===== config.mk =====
export PLATFORM = sky130hd
export DESIGN_NAME = pulse_loss_monitor
export DESIGN_NICKNAME = d
export VERILOG_FILES = /design/src/rtl/plm_pkg.sv /design/src/rtl/plm_sync.sv /design/src/rtl/plm_debounce.sv /design/src/rtl/plm_age.sv /design/src/rtl/pulse_loss_monitor.sv
export SDC_FILE = /design/constraint.sdc
export NUM_CORES = 1
export LEC_CHECK = 0
export BUFFER_PORTS_ARGS = -buffer_cell sky130_fd_sc_hd__buf_2
export CAP_MARGIN = 15
export CORE_MARGIN = 4
export CORE_UTILIZATION = 46
export CTS_CLUSTER_DIAMETER = 120
export DETAILED_ROUTE_END_ITERATION = 6
export PLACE_DENSITY = 0.71
export SLEW_MARGIN = 5
export SYNTH_ARGS = -nofsm -noshare
export SYNTH_HDL_FRONTEND = slang
export SYNTH_HIERARCHICAL = 1
export SYNTH_SLANG_ARGS = --single-unit

===== constraint.sdc =====
create_clock -name clk -period 2.2 [get_ports clk]
set_clock_uncertainty 0.15 [all_clocks]
set_input_delay 0.22 -clock clk [delete_from_list [all_inputs] [get_ports clk]]
set_output_delay 0.22 -clock clk [all_outputs]
set_load 0.03 [all_outputs]

===== src/rtl/plm_pkg.sv =====
package plm_pkg;
    typedef enum logic [2:0] {
        ST_PWRUP = 3'd0,
        ST_BLANK = 3'd1,
        ST_WATCH = 3'd2,
        ST_PULSE = 3'd3,
        ST_LATCH = 3'd4
    } plm_state_t;
endpackage


===== src/rtl/plm_sync.sv =====
module plm_sync #(
    parameter int STAGES = 2
) (
    input  logic clk,
    input  logic rst_n,
    input  logic d,
    output logic q
);
    logic [STAGES-1:0] chain;

    generate
        for (genvar i = 0; i < STAGES; i++) begin : g_stage
            if (i == 0) begin : g_first
                always_ff @(posedge clk or negedge rst_n) begin
                    if (!rst_n) chain[0] <= 1'b0;
                    else        chain[0] <= d;
                end
            end else begin : g_next
                always_ff @(posedge clk or negedge rst_n) begin
                    if (!rst_n) chain[i] <= 1'b0;
                    else        chain[i] <= chain[i-1];
                end
            end
        end
    endgenerate

    assign q = chain[STAGES-1];
endmodule


===== src/rtl/plm_debounce.sv =====
module plm_debounce #(
    parameter int LEN = 16
) (
    input  logic clk,
    input  logic rst_n,
    input  logic raw,
    output logic level,
    output logic press
);
    localparam int CW = (LEN > 1) ? $clog2(LEN) : 1;
    localparam logic [CW-1:0] CNT_LAST = CW'(LEN - 1);

    logic [CW-1:0] cnt;

    always_ff @(posedge clk or negedge rst_n) begin
        if (!rst_n) begin
            cnt   <= '0;
            level <= 1'b0;
            press <= 1'b0;
        end else begin
            press <= 1'b0;
            if (raw == level) begin
                cnt <= '0;
            end else if (cnt == CNT_LAST) begin
                cnt   <= '0;
                level <= raw;
                press <= raw;
            end else begin
                cnt <= cnt + 1'b1;
            end
        end
    end


    deb_stable_chk: assert property (@(posedge clk) disable iff (!rst_n)
        (cnt != CNT_LAST) |=> $stable(level));
endmodule


===== src/rtl/plm_age.sv =====
module plm_age #(
    parameter int BLANK_CYC = 200,
    parameter int ARM_CYC   = 600
) (
    input  logic clk,
    input  logic rst_n,
    output logic blank_done,
    output logic armed
);
    localparam int AW = $clog2(ARM_CYC + 1);
    localparam logic [AW-1:0] AGE_TOP   = AW'(ARM_CYC);
    localparam logic [AW-1:0] AGE_BLANK = AW'(BLANK_CYC);

    logic [AW-1:0] age;

    always_ff @(posedge clk or negedge rst_n) begin
        if (!rst_n)              age <= '0;
        else if (age != AGE_TOP) age <= age + 1'b1;
    end

    assign blank_done = (age >= AGE_BLANK);
    assign armed      = (age == AGE_TOP);


    arm_sticky_chk: assert property (@(posedge clk) disable iff (!rst_n)
        armed |=> armed);
endmodule


===== src/rtl/pulse_loss_monitor.sv =====
module pulse_loss_monitor
    import plm_pkg::*;
#(
    parameter int RST_CYC     = 20,
    parameter int BLANK_CYC   = 200,
    parameter int ARM_CYC     = 600,
    parameter int MAX_GAP     = 50,
    parameter int DEB_LEN     = 16,
    parameter int SYNC_STAGES = 2
) (
    input  logic clk,
    input  logic por_n,
    input  logic pulse_in,
    input  logic clr_btn,
    output logic fault_n,
    output logic fault_led
);
    localparam int TOPV = (MAX_GAP > ARM_CYC) ? MAX_GAP : ARM_CYC;
    localparam int TW   = $clog2(TOPV + 1);
    localparam logic [TW-1:0] RST_LAST = TW'(RST_CYC - 1);
    localparam logic [TW-1:0] GAP_LAST = TW'(MAX_GAP - 1);

    generate
        if (!((RST_CYC < BLANK_CYC) && (BLANK_CYC < ARM_CYC))) begin : g_order_bad
            $error("pulse_loss_monitor: delays must satisfy RST_CYC < BLANK_CYC < ARM_CYC");
        end
    endgenerate

    logic pulse_s, pulse_d, pulse_rise;
    logic clr_s, clr_level, clr_press;
    logic blank_done, armed;

    plm_sync #(.STAGES(SYNC_STAGES)) u_pulse_sync (
        .clk(clk), .rst_n(por_n), .d(pulse_in), .q(pulse_s));

    plm_sync #(.STAGES(SYNC_STAGES)) u_clr_sync (
        .clk(clk), .rst_n(por_n), .d(clr_btn), .q(clr_s));

    plm_debounce #(.LEN(DEB_LEN)) u_clr_deb (
        .clk(clk), .rst_n(por_n), .raw(clr_s), .level(clr_level), .press(clr_press));

    plm_age #(.BLANK_CYC(BLANK_CYC), .ARM_CYC(ARM_CYC)) u_age (
        .clk(clk), .rst_n(por_n), .blank_done(blank_done), .armed(armed));

    always_ff @(posedge clk or negedge por_n) begin
        if (!por_n) pulse_d <= 1'b0;
        else        pulse_d <= pulse_s;
    end
    assign pulse_rise = pulse_s & ~pulse_d;

    plm_state_t    state, nxt;
    logic [TW-1:0] tmr, tmr_nxt;

    always_comb begin
        nxt     = state;
        tmr_nxt = tmr;
        unique case (state)
            ST_PWRUP: begin
                if (tmr == RST_LAST) begin
                    nxt     = ST_BLANK;
                    tmr_nxt = '0;
                end else begin
                    tmr_nxt = tmr + 1'b1;
                end
            end
            ST_BLANK: begin
                if (blank_done) begin
                    nxt     = ST_WATCH;
                    tmr_nxt = '0;
                end
            end
            ST_WATCH: begin
                if (pulse_rise) begin
                    tmr_nxt = '0;
                end else if (tmr == GAP_LAST) begin
                    nxt     = armed ? ST_LATCH : ST_PULSE;
                    tmr_nxt = '0;
                end else begin
                    tmr_nxt = tmr + 1'b1;
                end
            end
            ST_PULSE: begin
                if (tmr == RST_LAST) begin
                    nxt     = ST_WATCH;
                    tmr_nxt = '0;
                end else begin
                    tmr_nxt = tmr + 1'b1;
                end
            end
            ST_LATCH: begin
                if (clr_press) begin
                    nxt     = ST_WATCH;
                    tmr_nxt = '0;
                end
            end
            default: begin
                nxt     = ST_PWRUP;
                tmr_nxt = '0;
            end
        endcase
    end

    always_ff @(posedge clk or negedge por_n) begin
        if (!por_n) begin
            state <= ST_PWRUP;
            tmr   <= '0;
        end else begin
            state <= nxt;
            tmr   <= tmr_nxt;
        end
    end

    always_comb begin
        fault_n   = 1'b1;
        fault_led = 1'b0;
        unique case (state)
            ST_PWRUP, ST_PULSE: fault_n = 1'b0;
            ST_LATCH: begin
                fault_n   = 1'b0;
                fault_led = 1'b1;
            end
            default: fault_n = 1'b1;
        endcase
    end


    latch_hold_chk: assert property (@(posedge clk) disable iff (!por_n)
        (state == ST_LATCH && !clr_press) |=> (state == ST_LATCH));


    no_early_latch_chk: assert property (@(posedge clk) disable iff (!por_n)
        (state != ST_LATCH && !armed) |=> (state != ST_LATCH));


    blank_hold_chk: assert property (@(posedge clk) disable iff (!por_n)
        !blank_done |-> (state == ST_PWRUP || state == ST_BLANK));


    gap_window_chk: assert property (@(posedge clk) disable iff (!por_n)
        (state == ST_WATCH) |-> (tmr <= GAP_LAST));


    pulse_window_chk: assert property (@(posedge clk) disable iff (!por_n)
        (state == ST_PULSE) |-> (tmr <= RST_LAST));


    clr_idle_chk: assert property (@(posedge clk) disable iff (!por_n)
        (state == ST_WATCH && clr_press && !pulse_rise && tmr != GAP_LAST) |=> (state == ST_WATCH));
endmodule


=== Yosys cells after proc, flatten, opt, wreduce, memory -nomap -nowiden ===
Index checks and enable logic that the tools add are counted.

* Word-level logic and storage cells: 60
* Register bits: 34
* Output and inout port bits: 2
* Bits in latches: 0
* Memories kept: 0
* ROM bits: 0
* Memory bits (writable): 0
* Input bits: 4

* Muxes and demuxes: 20
* Magnitude comparators: 1
* Multipliers: 0
* Reduce and logical (&&, ||, !) cells: 6
* Bitwise gates (word level): 3
* Shifts and indexed selects: 0
* Div/mod/pow operators: 0
* $add $sub $neg: 3
* Eq/ne operators: 16

{| class="wikitable"
|+ Operators with widths
! operator !! count
|-
| 10-bit 2-to-1 mux || 5
|-
| 10-bit one-hot mux with 4 select lines || 1
|-
| 3-bit 2-to-1 mux || 7
|-
| 10-bit by 1-bit adder with 10-bit output, second input constant || 2
|-
| 3-bit one-hot mux with 5 select lines || 1
|-
| 10-bit == test, second input constant || 1
|-
| 10-bit by 5-bit == test with 1-bit output, second input constant || 1
|-
| 10-bit by 6-bit == test with 1-bit output, second input constant || 1
|-
| 10-bit by 8-bit greater-or-equal comparator with 1-bit output, second input constant || 1
|-
| 10-bit != test, second input constant || 1
|-
| 2-bit != test, second input constant || 5
|-
| 4-bit 2-to-1 mux || 2
|-
| 3-bit by 2-bit == test with 1-bit output, second input constant || 2
|-
| 6-bit AND reduction || 1
|-
| 4-bit by 1-bit adder with 4-bit output, second input constant || 1
|-
| 4-bit == test, second input constant || 1
|-
| 1-bit 2-to-1 mux || 4
|-
| 2-bit AND reduction || 2
|-
| 3-bit by 1-bit == test with 1-bit output, second input constant || 1
|-
| 3-bit == test, second input constant || 1
|-
| 3-bit logical NOT || 1
|-
| 3-bit OR reduction || 1
|-
| 2-bit by 1-bit != test with 1-bit output, second input constant || 1
|-
| 1-bit inverter || 2
|-
| other kinds (3) || 3
|}

=== Logic depth before layout (Yosys ltp) ===
Gate-level depths: netlist (run 1).

* Depth after elaboration: 5
* Depth in mapped cells: 8
* Depth with buffers taken out: 7

=== By module ===
The synthesis (run 1) kept the hierarchy.

{| class="wikitable"
|+ Modules (own cells, without submodules)
! module !! cells each !! seq. area each (µm²) !! area each (µm²) !! times used
|-
| pulse_loss_monitor || 86 || 350.3 || 842.1 || 1
|-
| plm_age || 44 || 250.2 || 489.2 || 1
|-
| plm_debounce || 18 || 150.1 || 252.7 || 1
|-
| plm_sync || 2 || 50.0 || 50.0 || 2
|}

=== Worst setup path before layout (run 1) ===
No wires, ideal clock.

* Path type: reg2reg
* Start point: reg u_age.age[0]
* End point: reg state[0]
* Library setup time: 0.127 ns
* Arrival: 1.700 ns
* Data required time: 1.923 ns
* Path slack: 0.222 ns
* Stages on the path, launching flop included: 7
* Cell sequence: dfrtp_1 > inv_1 > ha_1 > or4b_4 > nor3_4 > a211oi_1 > mux2_1

* Cells in the longest elaborated chain, start to end: 5

{| class="wikitable"
|+ Ends and longest elaborated chain
! item !! RTL line !! text
|-
| from (decl) || plm_age.sv:14 || <nowiki>logic [AW-1:0] age;</nowiki>
|-
| from (signal assigned) || plm_age.sv:18 || <nowiki>else if (age != AGE_TOP) age <= age + 1'b1;</nowiki>
|-
| 10-bit == test || plm_age.sv:22 || <nowiki>assign armed = (age == AGE_TOP);</nowiki>
|-
| via armed || pulse_loss_monitor.sv:31 || <nowiki>logic blank_done, armed;</nowiki>
|-
| 3-bit 2-to-1 mux || pulse_loss_monitor.sv:76 || <nowiki>nxt = armed ? ST_LATCH : ST_PULSE;</nowiki>
|-
| 3-bit 2-to-1 mux || pulse_loss_monitor.sv:75 || <nowiki>end else if (tmr == GAP_LAST) begin</nowiki>
|-
| 3-bit 2-to-1 mux || pulse_loss_monitor.sv:73 || <nowiki>if (pulse_rise) begin</nowiki>
|-
| 3-bit one-hot mux with 5 select lines || pulse_loss_monitor.sv:57 || <nowiki>unique case (state)</nowiki>
|-
| to (signal assigned) || pulse_loss_monitor.sv:108 || <nowiki>state <= nxt;</nowiki>
|-
| to (decl) || pulse_loss_monitor.sv:51 || <nowiki>plm_state_t state, nxt;</nowiki>
|}

The timed path passes the listed nets, and every way through them passes these cells. The select of a mux whose other input is x is not followed.
A chain may end at the register's enable or synchronous reset.

=== Final worst setup path (run 1) ===
* Start point: reg u_age.age[1]
* End point: reg state[0]

Same word-level chain as after synthesis.

==> reports/metrics.csv, run 1 <==
stage,metric,value,unit
route,wire_per_inst,13.5,um
finish,fin_nets,175,
sta,fin_ws,0.142,ns
min_path,whs_path_depth,0,
critical_path,cp_cell_sequence,inv_1 -> ha_1 -> or4b_4 -> nor3_4 -> a211oi_1 -> mux2_1,
clocking,postCtsSetupBuffers,0,
sta,setup_tns,0,ns
sta,rsz0062_at_grt,false,
die,ioPinCount,6,
global_routing,grt_pass1_wl,5130,um
critical_path,worstSetupPathType,flip-flop to flip-flop,
global_routing,gr-usage-all-layers,0.149,
global_routing,grt_pass1_vias,1151,
placement,portBuffers,5,
sta,slew_headroom,0.509,
power,netSwitchingFraction,0.211,
critical_path,critPathCaptureType,flip-flop,
clocking,htreeDepth,2,
power,power_leakage,0.000888,uW
die,start_util,0.489,
sta,fin_crit_sh,0.936,
critical_path,critPathArrivalTime,2.07,ns
synth,synth_cells,152,
clocking,clockBufferDepth,2,
critical_path,r2r_cells,6,
global_routing,grt_max_degree,35,
critical_path,critPathMaxStageDelay,0.47,ns
synth,synth.avg_cell_area,11.1,um^2
finish,multi_input_area,788,um^2
clocking,cts_tree,built,
critical_path,worst-path-stages,6,
finish,drive_gt1_frac,0.114,
sta,setup_viol,0,
synth,synthArstFlopShare,1.00,
critical_path,path_buf_inv,1,
die,fp-row-count,21,
status,status,completed,
power,clkPwrFrac,0.386,
sta,tightest_slew,0.737,ns
finish,final_design_area_no_fill,0.00187,mm^2
route,dr.pass1.iters,6,
synth,ys.flop_type,dfrtp_1,
sta,timing.fmax,0.486,GHz
sta,hold_viol_final,0,
power,seqPwrFrac,0.585,
finish,nFillCells,288,
die,die-area,0.00469,mm^2
finish,mostFrequentLayoutCells,"34 x dfrtp_1, 11 x nor2_1, 8 x nor3b_1, 8 x a21o_1",
route,ant_nets,0,
clocking,ctsResizeCount,0,
finish,seq_area,851,um^2
sta,period_needed,2.06,ns
placement,gp_congestion,0.784,
global_routing,antenna_found_initial,0,
synth,synth_edf_count,0,
route,drt_iter0_drc,79,
synth,syn-num-nets,161,
critical_path,cp_max_fo,6,
synth,syn_area,0.00168,mm^2
power,p_per_area,586,mW/mm^2
sta,slew_violations,0,
power,p_int,865,uW
placement,dp_hpwl,2030,um
finish,mostFrequentLayoutCell,dfrtp_1,
critical_path,crit_family,simple AND/OR/NAND/NOR gates,
route,num_vias,1173,
placement,pre_cts_slack,0.0951,ns
clocking,numCtsBuffers,5,
min_path,min_path_type,flip-flop to flip-flop,
route,avgViaCountPerCell,5.53,
route,finalWirelength,2870,um
power,comb_power_share,0.029,
global_routing,gr-total-overflow,0,
die,die_y,68.5,um
critical_path,cp.required,2.21,ns
finish,area_growth,11.0,%
finish,final_util,0.543,
run,drv_cap,0,
critical_path,slowest_stage,or4b_4,
synth,ys_ff_latch,34,
power,power,1100,uW
clocking,path_clk_slew,0.06,ns
finish,diodes,0,
die,die_x,68.5,um
synth,ys_warn_count,6,
synth,yosysUniqueCellTypes,41,
clocking,insertion_delay,0.28,ns
critical_path,start_kind,flip-flop,
synth,yosysSeqAreaShare,0.505,
clocking,root_buffer,clkbuf_8,
placement,dpl-instance-area,0.00176,mm^2
power,ir_drop,0.000389,V
die,core,0.00344,mm^2
power,power_switching,231,uW
route,drc,0,
clocking,cts_sinks,34,
==> power by group through the flow <==
| stage | logic, uW | clock network (uW) | registers [uW] |
|---|---|---|---|
| after floorplan | 11.5 | 0 | 651 |
| after global placement | 26.9 | 0 | 652 |
| after detailed placement | 28.9 | 0 | 653 |
| after CTS | 33.2 | 441 | 641 |
| after global routing | 36.7 | 465 | 642 |
| final | 31.5 | 423 | 642 |
==> state kept, by name, indices dropped and copies added (netlist names) <==
register and count:
state 3, u_clr_sync/chain 1, u_age/age 10, u_pulse_sync/chain 1
pulse_d 1, u_pulse_sync/q 1, u_clr_deb/press 1, u_clr_deb/cnt 4
u_clr_sync/q 1, u_clr_deb/level 1, tmr 10
==> per-layer routing <==
layer | part of all wire | wire [um] | global-route usage | vias up
met5 | 0 | 0 | 0 | -
met4 | 0.019 | 54 | 0.0670 | 0
met3 | 0.043 | 122 | 0.0438 | 7
met2 | 0.47 | 1360 | 0.241 | 23
met1 | 0.46 | 1330 | 0.184 | 573
li1 | - | - | - | 570
==> kinds of logic after synthesis <==
family	Yosys count	synth area share
simple gates	58	0.209
flops	34	0.505
compound gates	29	0.129
xor+xnor	12	0.0624
buf+inv	10	0.0267
fa+ha+maj	5	0.0371
mux	4	0.0305
==> final cells by class <==
class,count,area share
flip-flops and latches,34,0.455
clock buffers,7,0.0408
multi-input cells,108,0.422
repair buffers,10,0.0375
well taps,46,0.0308
inverters,7,0.0141
==> synthesized netlist by cell type, drive strengths merged, types with 6 or more instances <==
master   n  area (um^2)
a21o     8         60.1
dfrtp   34          851
inv      7         26.3
nand2    6         22.5
nand3    7         40.0
nor2    11         41.3
nor3     6         41.3
nor3b    8         60.1
o21ai   10         50.0
xnor2    7         61.3
==> path summary, 6_finish.rpt <==
path | startpoint | endpoint | slack, ns
setup / recovery | u_age/age[1]$_DFFE_PN0N_ | state[0]$_DFFE_PN0P_ | 0.14
hold / removal | u_clr_sync/chain[0]$_DFF_PN0_ | u_clr_sync/q$_DFF_PN0_ | 0.20
setup reg to reg | u_age/age[1]$_DFFE_PN0N_ | state[0]$_DFFE_PN0P_ | 0.14
hold reg to reg | u_clr_sync/chain[0]$_DFF_PN0_ | u_clr_sync/q$_DFF_PN0_ | 0.20
max in group asynchronous | por_n | u_clr_deb/press$_DFF_PN0_ | 1.04
min in group asynchronous | por_n | u_clr_deb/cnt[3]$_DFF_PN0_ | 0.38
==> through the flow <==
stage / std cells / hold WS, ns
3_3_place_gp: 202 / 0.176
6_report: 212 / 0.202
5_1_grt: 212 / 0.213
4_1_cts: 212 / 0.203
2_1_floorplan: 152 / -0.226
3_5_place_dp: 202 / 0.180
==> timing repair <==
action                                  4_1_cts  5_1_grt
endpoints found under the hold margin        36        0
hold buffers                                  3        0
endpoints found under the setup margin        0        1
Note: power is estimated with default switching activity, not from simulation.
==> run 2, diff against run 1 <==
--- a/config.mk
+++ b/config.mk
@@ -7,3 +7,3 @@
 export LEC_CHECK = 0
-export BUFFER_PORTS_ARGS = -buffer_cell sky130_fd_sc_hd__buf_2
+export ABC_CLOCK_PERIOD_IN_PS = 2200
 export CAP_MARGIN = 15
@@ -13,3 +13,4 @@
 export DETAILED_ROUTE_END_ITERATION = 6
-export PLACE_DENSITY = 0.71
+export DONT_BUFFER_PORTS = 1
+export PLACE_DENSITY = 0.7
 export SLEW_MARGIN = 5
--- a/constraint.sdc
+++ b/constraint.sdc
@@ -4,2 +4,2 @@
 set_output_delay 0.22 -clock clk [all_outputs]
-set_load 0.03 [all_outputs]
+set_load 0.01 [all_outputs]
==> reports/metrics.csv, run 2 (synthesis gave the netlist of run 1 again) <==
stage,metric,value,unit,change
sta,tightest_slew,0.448,ns,-0.288 ns
clocking,clockBufferDepth,2,,unchanged
placement,pre_cts_slack,0.0951,ns,+0.0000594 ns
critical_path,critPathCaptureType,flip-flop,,
route,avgViaCountPerCell,5.44,,-1.8%
sta,slew_violations,0,,unchanged
placement,dp_hpwl,2070,um,+2.1%
die,core,0.00344,mm^2,unchanged
global_routing,gr-usage-all-layers,0.157,,+0.00819
route,drt_iter0_drc,64,,-19%
clocking,insertion_delay,0.29,ns,about the same
critical_path,cp_max_fo,5,,-1
clocking,numCtsBuffers,5,,unchanged
finish,area_growth,12.3,%,
critical_path,critPathArrivalTime,2.07,ns,about the same
critical_path,timing.rr.start,tmr[3]$_DFFE_PN0P_,,
power,power_leakage,0.000895,uW,+0.69%
die,die-area,0.00469,mm^2,unchanged
global_routing,grt_pass1_vias,1188,,+3.2%
global_routing,grt_pass1_wl,5290,um,+3.2%
placement,dpl-instance-area,0.00175,mm^2,-0.71%
sta,setup_viol,0,,unchanged
die,die_x,68.5,um,unchanged
clocking,path_clk_slew,0.07,ns,about the same
sta,period_needed,2.05,ns,-0.00935 ns
die,start_util,0.489,,unchanged
clocking,cts_sinks,34,,unchanged
run,drv_cap,0,,unchanged
route,num_vias,1136,,-3.2%
die,fp-row-count,21,,unchanged
power,power,1140,uW,+4.1%
finish,nFillCells,307,,+6.6%
clocking,root_buffer,clkbuf_8,,
global_routing,antenna_found_initial,0,,unchanged
min_path,min-delay-start,u_clr_sync/chain[0]$_DFF_PN0_,,
power,ir_drop,0.000391,V,+0.57%
finish,instances_no_fill,209,,-1.4%
sta,setup_tns,0,ns,unchanged
finish,final_design_area_no_fill,0.00189,mm^2,+1.2%
finish,fin_nets,171,,-2.3%
global_routing,grt_max_degree,35,,unchanged
placement,gp_congestion,0.825,,+5.2%
route,drc,0,,unchanged
finish,diodes,0,,unchanged
critical_path,setup.worst_path.start,tmr[3]$_DFFE_PN0P_,,
route,finalWirelength,3000,um,+4.6%
critical_path,worstSetupPathType,flip-flop to flip-flop,,
clocking,ctsResizeCount,0,,unchanged
die,ioPinCount,6,,unchanged
power,p_per_area,603,mW/mm^2,+2.9%
finish,mostFrequentLayoutCells,"34 x dfrtp_1, 11 x nor2_1, 8 x nor3b_1, 8 x a21o_1",,
critical_path,start_kind,flip-flop,,
status,status,completed,,
sta,hold_viol_final,0,,unchanged
clocking,cts_tree,built,,
route,ant_nets,0,,unchanged
finish,drive_gt1_frac,0.104,,-0.0102
sta,slew_headroom,0.700,,+0.191
sta,timing.fmax,0.488,GHz,+0.46%
global_routing,gr-total-overflow,0,,unchanged
clocking,postCtsSetupBuffers,0,,unchanged
route,wire_per_inst,14.4,um,+6.1%
sta,fin_ws,0.151,ns,+0.00935 ns
min_path,min_path_type,flip-flop to flip-flop,,
placement,portBuffers,0,,-5
finish,mostFrequentLayoutCell,dfrtp_1,,
die,die_y,68.5,um,unchanged
placement,dp.cells,197,,-2.5%
sta,rsz0062_at_grt,false,,
clocking,htreeDepth,2,,unchanged
finish,largestRegisters,"tmr: 10 flops, u_age/age: 10 flops, u_clr_deb/cnt: 4 flops",,
sta,fin_crit_sh,0.931,,-0.00425
critical_path,cp.required,2.22,ns,about the same
route,dr.pass1.iters,4,,-2
-- run 2: what timing repair did --
item | in CTS | in global routing
hold buffers | 4 | 0
endpoints found under the setup margin | 0 | 1
endpoints found under the hold margin | 36 | 0
-- run 2: critical path, cell delays in order, from the launching register on --
cell and delay [ns]:
dfrtp_1 0.43, nor4_2 0.34, nand3_1 0.22, o21ai_1 0.24, and3_1 0.23, mux2_1 0.32
-- run 2: cell type report --
class	count	area [um^2]	area share
Inverter	7	26.3	0.0139
Clock buffer	7	86.3	0.0456
Tap cell	46	57.6	0.0304
Sequential cell	34	851	0.450
Clock inverter	1	5.00	0.00265
Timing Repair Buffer	6	77.6	0.0410
Multi-Input combinational cell	108	788	0.417
-- run 2: through the flow --
step | hold WS (ns) | utilization
after floorplan | -0.226 | -
after global placement | -0.225 | 0.509
after detailed placement | -0.225 | 0.509
after CTS | 0.204 | 0.550
after global routing | 0.210 | 0.550
final | 0.201 | 0.550
-- run 2: final timing paths --
| path | endpoint | slack [ns] | depth (start not counted) |
|---|---|---|---|
| min in group asynchronous | u_pulse_sync/q$_DFF_PN0_ | 0.23 | 2 |
| worst min register to register | u_clr_sync/q$_DFF_PN0_ | 0.20 | 0 |
| worst min-delay path | u_clr_sync/q$_DFF_PN0_ | 0.20 | 0 |
| worst max register to register | state[0]$_DFFE_PN0P_ | 0.15 | 5 |
| max in group asynchronous | u_age/age[7]$_DFFE_PN0N_ | 1.49 | 2 |
| worst max-delay path | state[0]$_DFFE_PN0P_ | 0.15 | 5 |
-- run 2: routing by layer --
metal | global-route usage | wire length (um)
met4 | 0.0893 | 78
met2 | 0.243 | 1420
met5 | 0 | 0
met1 | 0.191 | 1370
met3 | 0.0519 | 127
-- run 2: where the power goes --
group	internal, uW	switching [uW]
sequential	634	7.16
clock	252	215
combinational	14.5	18.3
==> run 3, diff against run 2 <==
- CORE_UTILIZATION: 46 -> 47
- GPL_TIMING_DRIVEN: not set -> 0
- PLACE_DENSITY: 0.7 -> 0.71
- SLEW_MARGIN: 5 -> 20
==> reports/metrics.csv, run 3 (synthesis gave the netlist of run 1 again) <==
stage,metric,value,unit,change
sta,slew_headroom,0.709,,+0.00902
critical_path,critPathMaxStageDelay,0.47,ns,+0.04 ns
finish,diodes,0,,unchanged
die,die-area,0.00460,mm^2,-1.9%
sta,fin_ws,0.132,ns,-0.0193 ns
die,fp-row-count,21,,unchanged
clocking,cts_tree,built,,
power,power_switching,251,uW,+4.4%
power,power,1250,uW,+9.9%
placement,dp.cells,198,,+0.51%
power,netSwitchingFraction,0.200,,-0.0106
route,wl_met1,1390,um,+1.1%
route,finalWirelength,2900,um,-3.2%
route,wire_per_inst,13.8,um,-4.1%
die,start_util,0.497,,+0.00759
route,wl_met3,93,um,-27%
min_path,min_path_type,primary input to async pin,,
finish,final_util,0.562,,+0.0126
sta,period_needed,2.07,ns,+0.0193 ns
placement,portBuffers,0,,unchanged
route,route.met2.wl,1360,um,-4.6%
die,die_x,67.9,um,-0.94%
clocking,ctsResizeCount,0,,unchanged
critical_path,path_buf_inv,1,,+1
global_routing,antenna_found_initial,0,,unchanged
sta,tightest_slew,0.435,ns,-0.0135 ns
power,comb_power_share,0.026,,-0.003
critical_path,cp_max_fo,6,,+1
power,seqPwrFrac,0.511,,-0.051
finish,mostFrequentLayoutCell,dfrtp_1,,
sta,setup_tns,0,ns,unchanged
finish,largestRegisters,"tmr: 10 flops, u_age/age: 10 flops, u_clr_deb/cnt: 4 flops",,
placement,dp_hpwl,2000,um,-3.6%
route,drt_iter0_drc,57,,-11%
finish,seq_area,851,um^2,unchanged
clocking,htreeDepth,2,,unchanged
clocking,cts_sinks,34,,unchanged
critical_path,critPathArrivalTime,2.16,ns,+0.09 ns
critical_path,critPathCaptureType,flip-flop,,
critical_path,cp_cell_sequence,inv_1 -> ha_1 -> or4b_4 -> nor3_4 -> a211oi_1 -> mux2_1,,
power,power_leakage,0.000898,uW,+0.39%
route,dr.max_layer_used,met4,,
critical_path,slowest_stage,or4b_4,,
clocking,clockBufferDepth,2,,unchanged
status,status,completed,,
placement,pre_cts_slack,0.0778,ns,-0.0173 ns
power,clkPwrFrac,0.463,,+0.054
finish,multi_input_area,788,um^2,unchanged
sta,setup_viol,0,,unchanged
finish,area_growth,13.2,%,
finish,instances_no_fill,211,,+0.96%
sta,slew_violations,0,,unchanged
critical_path,crit_family,simple AND/OR/NAND/NOR gates,,
global_routing,grt_pass1_wl,5310,um,+0.26%
finish,drive_gt1_frac,0.109,,+0.00480
finish,nFillCells,295,,-3.9%
sta,fin_crit_sh,0.940,,+0.00876
die,ioPinCount,6,,unchanged
clocking,path_clk_slew,0.12,ns,+0.05 ns
power,ir_drop,0.000255,V,-35%
route,avgViaCountPerCell,5.57,,+2.5%
global_routing,gr-total-overflow,0,,unchanged
finish,fin_nets,173,,+1.2%
global_routing,gr-usage-all-layers,0.156,,-0.00122
die,core,0.00339,mm^2,-1.5%
clocking,root_buffer,clkbuf_4,,
global_routing,grt_max_degree,35,,unchanged
placement,gp_congestion,0.846,,+2.5%
critical_path,worstSetupPathType,flip-flop to flip-flop,,
die,die_y,67.9,um,-0.94%
power,p_per_area,658,mW/mm^2,+9.1%
sta,rsz0062_at_grt,false,,
clocking,numCtsBuffers,5,,unchanged
critical_path,start_kind,flip-flop,,
route,dr.pass1.iters,4,,unchanged
run,drv_cap,0,,unchanged
global_routing,grt_pass1_vias,1225,,+3.1%
route,drc,0,,unchanged
power,p_int,1000,uW,+11%
clocking,insertion_delay,0.34,ns,+0.05 ns
sta,hold_viol_final,0,,unchanged
critical_path,cp.required,2.29,ns,+0.07 ns
route,ant_nets,0,,unchanged
finish,mostFrequentLayoutCells,"34 x dfrtp_1, 11 x nor2_1, 8 x nor3b_1, 8 x a21o_1",,
route,num_vias,1175,,+3.4%
sta,timing.fmax,0.484,GHz,-0.93%
-- run 3: cell count changes in the layout (fill, tap and decap cells not counted), sizes merged --
cell / change
bufinv: +2
-- run 3: per-layer routing --
layer,global-route usage,vias to the layer above
met3,0.0345,8
met5,0,-
met2,0.258,17
li1,-,568
met1,0.190,582
met4,0.0819,0
-- run 3: power by group through the flow --
stage | Sequential, uW | Clock [uW] | Combinational [uW]
finish | 641 | 581 | 33.1
global route | 642 | 629 | 38.2
CTS | 641 | 597 | 34.4
detailed placement | 653 | 0 | 13.0
global placement | 652 | 0 | 12.7
floorplan | 651 | 0 | 11.5
-- run 3: stage by stage --
step / hold WS (ns) / area [um^2]
2_1_floorplan: -0.226 / 1680
3_3_place_gp: -0.225 / 1740
3_5_place_dp: -0.225 / 1740
4_1_cts: 0.157 / 1900
5_1_grt: 0.174 / 1910
6_report: 0.174 / 1910
-- run 3: worst paths after layout --
kind	startpoint	to	slack, ns	depth (start not counted)
max	u_age/age[1]$_DFFE_PN0N_	state[0]$_DFFE_PN0P_	0.13	6
min	por_n	state[0]$_DFFE_PN0P_	0.17	2
max reg2reg	u_age/age[1]$_DFFE_PN0N_	state[0]$_DFFE_PN0P_	0.13	6
min reg2reg	u_clr_sync/chain[0]$_DFF_PN0_	u_clr_sync/q$_DFF_PN0_	0.21	0
max in group asynchronous	por_n	tmr[1]$_DFFE_PN0P_	1.54	2
min in group clk	u_clr_sync/chain[0]$_DFF_PN0_	u_clr_sync/q$_DFF_PN0_	0.21	0
-- run 3: layout make-up --
class                           count  area share
Buffer                              3     0.00985
Timing Repair Buffer                5      0.0302
Clock inverter                      3      0.0361
Multi-Input combinational cell    108       0.414
Sequential cell                    34       0.446
Inverter                            7      0.0138
Clock buffer                        5      0.0197
Tap cell                           46      0.0302
-- run 3: what timing repair did --
item	CTS	global route
hold buffers	4	0
hold endpoints to repair	36	0
setup buffers	0	1
endpoints found under the setup margin	0	4
